$ cat config.mk
export PLATFORM = sky130hd
export DESIGN_NAME = rate_cfg_encoder
export DESIGN_NICKNAME = d
export VERILOG_FILES = /design/src/rtl/rate_cfg_encoder.sv
export SDC_FILE = /design/constraint.sdc
export NUM_CORES = 1
export LEC_CHECK = 0
export CAP_MARGIN = 20
export CORE_MARGIN = 5
export CORE_UTILIZATION = 65
export CTS_CLUSTER_DIAMETER = 80
export DETAILED_ROUTE_END_ITERATION = 8
export GPL_TIMING_DRIVEN = 0
export HOLD_SLACK_MARGIN = 0.12
export PLACE_DENSITY = 0.84
export SKIP_CTS_REPAIR_TIMING = 1
export SYNTH_ARGS = -nofsm -noshare
export SYNTH_HDL_FRONTEND = slang
export SYNTH_SLANG_ARGS = --single-unit
$ cat constraint.sdc
create_clock -name clk -period 18.15 [get_ports clk]
set_clock_uncertainty 0.05 [all_clocks]
set_input_delay 1.815 -clock clk [delete_from_list [all_inputs] [get_ports clk]]
set_output_delay 1.815 -clock clk [all_outputs]
set_load 0.01 [all_outputs]
$ cat src/rtl/rate_cfg_encoder.sv
module rate_cfg_encoder #(
  parameter int RATE_W = 17,
  parameter int MANT_W = 6,
  parameter int EXP_W  = 4,
  parameter int GAIN_W = 6
) (
  input  logic              clk,
  input  logic              rst,
  input  logic              start_i,
  input  logic [RATE_W-1:0] rate_i,
  output logic [MANT_W+EXP_W+GAIN_W-1:0] cfg_o,
  output logic [RATE_W-1:0] rate_act_o,
  output logic              done_o,
  output logic              err_o
);
  localparam int CFG_W  = MANT_W + EXP_W + GAIN_W;
  localparam int CUBE_W = 3 * MANT_W + 1;
  localparam int LOG_W  = $clog2(CUBE_W + 1);
  localparam logic [RATE_W-1:0] MANT_MAX = RATE_W'(1) << MANT_W;
  localparam logic [RATE_W-1:0] RATE_MAX = RATE_W'(1) << (RATE_W - 1);

  typedef enum logic [2:0] {S_IDLE, S_NORM, S_SQ, S_CUBE, S_LOG, S_FIN} state_t;
  state_t state;

  logic [RATE_W-1:0] mant;
  logic [EXP_W-1:0]  expo;
  logic [CUBE_W-1:0] prod;
  logic [GAIN_W-1:0] gexp;
  logic              bad;
  logic [LOG_W-1:0]  msb;
  logic              pow2;
  logic [LOG_W-1:0]  clog;

  always_comb begin
    msb = '0;
    for (int i = 0; i < CUBE_W; i++)
      if (prod[i]) msb = LOG_W'(i);
  end

  assign pow2 = ((prod & (prod - CUBE_W'(1))) == '0);
  assign clog = pow2 ? msb : msb + LOG_W'(1);

  always_ff @(posedge clk) begin
    if (rst) begin
      state      <= S_IDLE;
      mant       <= '0;
      expo       <= '0;
      prod       <= '0;
      gexp       <= '0;
      bad        <= 1'b0;
      cfg_o      <= '0;
      rate_act_o <= '0;
      done_o     <= 1'b0;
      err_o      <= 1'b0;
    end else begin
      done_o <= 1'b0;
      case (state)
        S_IDLE: if (start_i) begin
          mant  <= rate_i;
          expo  <= '0;
          bad   <= (rate_i == '0) || (rate_i > RATE_MAX);
          state <= ((rate_i == '0) || (rate_i > RATE_MAX)) ? S_FIN : S_NORM;
        end
        S_NORM: if (mant > MANT_MAX) begin
          mant <= mant >> 1;
          expo <= expo + EXP_W'(1);
        end else begin
          state <= S_SQ;
        end
        S_SQ: begin
          prod  <= CUBE_W'(mant * mant);
          state <= S_CUBE;
        end
        S_CUBE: begin
          prod  <= CUBE_W'(prod * CUBE_W'(mant));
          state <= S_LOG;
        end
        S_LOG: begin
          gexp  <= GAIN_W'(clog) + GAIN_W'(expo) * GAIN_W'(3);
          state <= S_FIN;
        end
        S_FIN: begin
          done_o <= 1'b1;
          err_o  <= bad;
          if (bad) begin
            cfg_o      <= '0;
            rate_act_o <= '0;
          end else begin
            cfg_o      <= {gexp, expo, MANT_W'(mant - RATE_W'(1))};
            rate_act_o <= mant << expo;
          end
          state <= S_IDLE;
        end
        default: state <= S_IDLE;
      endcase
    end
  end


  done_pulse_chk: assert property (@(posedge clk) disable iff (rst) done_o |=> !done_o);

  out_hold_chk: assert property (@(posedge clk) disable iff (rst)
    !done_o |-> ($stable(cfg_o) && $stable(rate_act_o) && $stable(err_o)));

  err_clear_chk: assert property (@(posedge clk) disable iff (rst)
    (done_o && err_o) |-> (cfg_o == '0 && rate_act_o == '0));

  mant_range_chk: assert property (@(posedge clk) disable iff (rst)
    (state == S_SQ) |-> (mant >= RATE_W'(1) && mant <= MANT_MAX));

  gain_floor_chk: assert property (@(posedge clk) disable iff (rst)
    (done_o && !err_o) |->
      (cfg_o[CFG_W-1 -: GAIN_W] >= GAIN_W'(cfg_o[MANT_W +: EXP_W]) * GAIN_W'(3)));
endmodule

==> impl_metrics.toml <==
[outcome]
status = "finished, final reports clean"

[layout]
n_fill_cell = 1784
syn2layout_area_growth_pct = 8.341
layout-drive-gt1-share = 0.02278
fin_nets = 2218

[floorplanning]
initial_core_util = 0.6553
core_um2 = 22500
die_w_um = 160.6
rows = 55
die_h_um = 160.6
ios = 55
die-area_um2 = 25800

[logic_synthesis]
synth_ff_type = "dfxtp_1"
synth_top_cell_area_share = 0.3218
synth_cells = 1774
ys_ff_latch = 85
synth_warnings = 0
synth_edf_count = 0
synth_cell_type_count = 59
yosysTopAreaCell = "fa_1"
synth_nets = 2153
synth_area_leaders = "fa_1, dfxtp_1, ha_1"
ys_seq_area_frac = 0.1154
synth_async_sr_flop_share = 0
synth_area_per_cell_um2 = 8.312
ys_top_cells_by_count = "inv_1, fa_1, nand2_1"
synth.most_common_cell = "inv_1"
syn_area_um2 = 14750

[routing]
wl_um = 42740
drc = 0
wl_per_cell_um = 20.06
drt-initial-drc-count = 1222
drtAntennaViolNets = 0
vias = 12560
first_pass_iters = 6
viasPerCell = 5.894

[sta]
rsz0062_at_grt = "no"
period_share = 0.4120
hold_violations = 0
setup_ws_ps = 10670
slew_headroom = 0.3602
final-setup-viol-count = 0
finalSetupTns_ps = 0
min_period_ps = 7477
drv_slew = 0
worstMarginPinSlew_ps = 959.7
timing.fmax_mhz = 133.7

[grt]
grt-ovfl-total = 0
grtUsageMet1 = 0.4280
busiest_layer = "met2"
use_met3 = 0.08109
use_met2 = 0.5545
grt_max_degree = 17
grt_pass1_vias = 13310
grt_use_total = 0.3388
antenna_found_initial = 1
grt_pass1_wl_um = 68940

[placement]
dp_hpwl_um = 34290
pre_cts_ws_ps = 10820
gp_congestion = 0.9880
port_buffers = 53

[pwr]
intPower_mw = 0.9881
switching_power_mw = 1.219
power.leakage_nw = 7.585
swShare = 0.5522
comb_power_share = 0.790
max-vdd-ir-drop_v = 0.00009382
pwr-share-clk = 0.095
seq_power_share = 0.115
powerDensity_nw_per_um2 = 138.1

[clock_tree]
numCtsBuffers = 9
root_buffer = "clkbuf_16"
cts_sinks = 85
cts_tree = "built"
clock_latency_ps = 360
clkTransAtPathRegs_ps = 70
cts_max_path_buffers = 2
htreeDepth = 3

[run]
maxCapViolCount = 0

[critical_path]
crit_top_cell = "fa_1"
path_buf_inv = 7
critPathLaunchType = "flip-flop"
cpMaxStageDelayCell = "clkbuf_1"
critPathKind = "reg2reg"
critical_path.max_stage_delay_ps = 730
crit_chain = "clkbuf_1, clkbuf_1, nand2_1, fa_1, inv_1, fa_1, fa_1, inv_1, fa_1, inv_1, fa_1, inv_1, fa_1, inv_1, ha_1, o21ai_0, nand2b_1, or3b_2, o21ai_0, xnor2_1, nor3_1, a221o_1"
crit_required_ps = 18360
end_kind = "flip-flop"
arrival_ps = 7680
critPathMaxFanout = 10
cp_top_family = "adder cells"

[worst_hold_path]
hold_class = "reg2reg"
-- worst min-delay path, stage by stage, from the launching register on --
cell and delay [ps]:
dfxtp_1 310, nand2_1 50, a21oi_1 50
-- per-layer routing --
metal / part of all wire / vias to the layer above / wire length (um)
met3: 0.11 / 180 / 4517
met5: 0 / - / 0
met2: 0.47 / 679 / 19970
met1: 0.38 / 6125 / 16160
met4: 0.049 / 0 / 2087
li1: - / 5571 / -
-- layout by cell type, fill, tap and decap left out, drive strengths merged, types with 53 or more instances in the layout --
cell type | synthesis | layout
ha | 122 | 122
and2 | 91 | 91
inv | 376 | 379
dfxtp | 85 | 85
a21oi | 55 | 55
xnor2 | 65 | 65
clkbuf | 94 | 103
nor2 | 112 | 112
nand2 | 218 | 218
fa | 237 | 237
clkdlybuf4s50 | 0 | 53
-- cells by family (layout without fill, tap and decap cells) --
logic type,Yosys count,after routing,synth area share
muxes,55,55,0.03980
buffers and inverters,486,556,0.1241
AOI/OAI and AO/OA,191,191,0.08401
adders and majority gates,361,361,0.4266
DFF,85,85,0.1154
and+or+nand+nor,515,515,0.1619
xor gates and xnor gates,81,81,0.04811
other,0,1,0
-- layout make-up --
type	count	area, um^2	area share
diodes	1	2.502	0.0001566
repair buffers	54	535.5	0.03352
clock inverters	7	103.9	0.006501
flip-flops and latches	85	1702	0.1065
multi-input cells	1203	11220	0.7023
plain buffers	108	411.6	0.02577
inverters	378	1419	0.08882
well taps	285	356.6	0.02232
clock buffers	9	225.2	0.01410
-- per-stage QoR --
step	power (mW)	hold WS, ps	instances	cell area, um^2	utilization
after CTS	2.173	401.4	2128	15970	0.7096
after global placement	1.887	391.3	2112	15630	0.6947
after global routing	2.412	431.5	2129	15970	0.7098
after floorplan	1.446	401.7	1774	14750	-
after detailed placement	1.950	394.0	2112	15640	0.6950
final	2.207	402.0	2130	15980	0.7099
-- path summary, 6_finish.rpt --
check / from / to / slack [ps] / cells past startpoint
max: mant[3] / prod[17] / 10670 / 22
min: rate_act_o[15] / rate_act_o[15] / 400 / 2
max reg2reg: mant[3] / prod[17] / 10670 / 22
min reg2reg: rate_act_o[15] / rate_act_o[15] / 400 / 2
-- power groups by stage --
stage	sequential, mW	clock, mW	combinational, mW
detailed placement	0.255	0	1.70
CTS	0.251	0.207	1.71
finish	0.254	0.209	1.74
global route	0.255	0.215	1.94
floorplan	0.240	0	1.21
global placement	0.255	0	1.63
-- flip-flops by register name, indices dropped and copies added, names as in the netlist --
| register | cells |
|---|---|
| state | 3 |
| mant | 17 |
| rate_act_o | 17 |
| gexp | 6 |
| bad | 1 |
| expo | 4 |
| prod | 19 |
| cfg_o | 16 |
| err_o | 1 |
| done_o | 1 |
(Power assumes the default switching activity.)
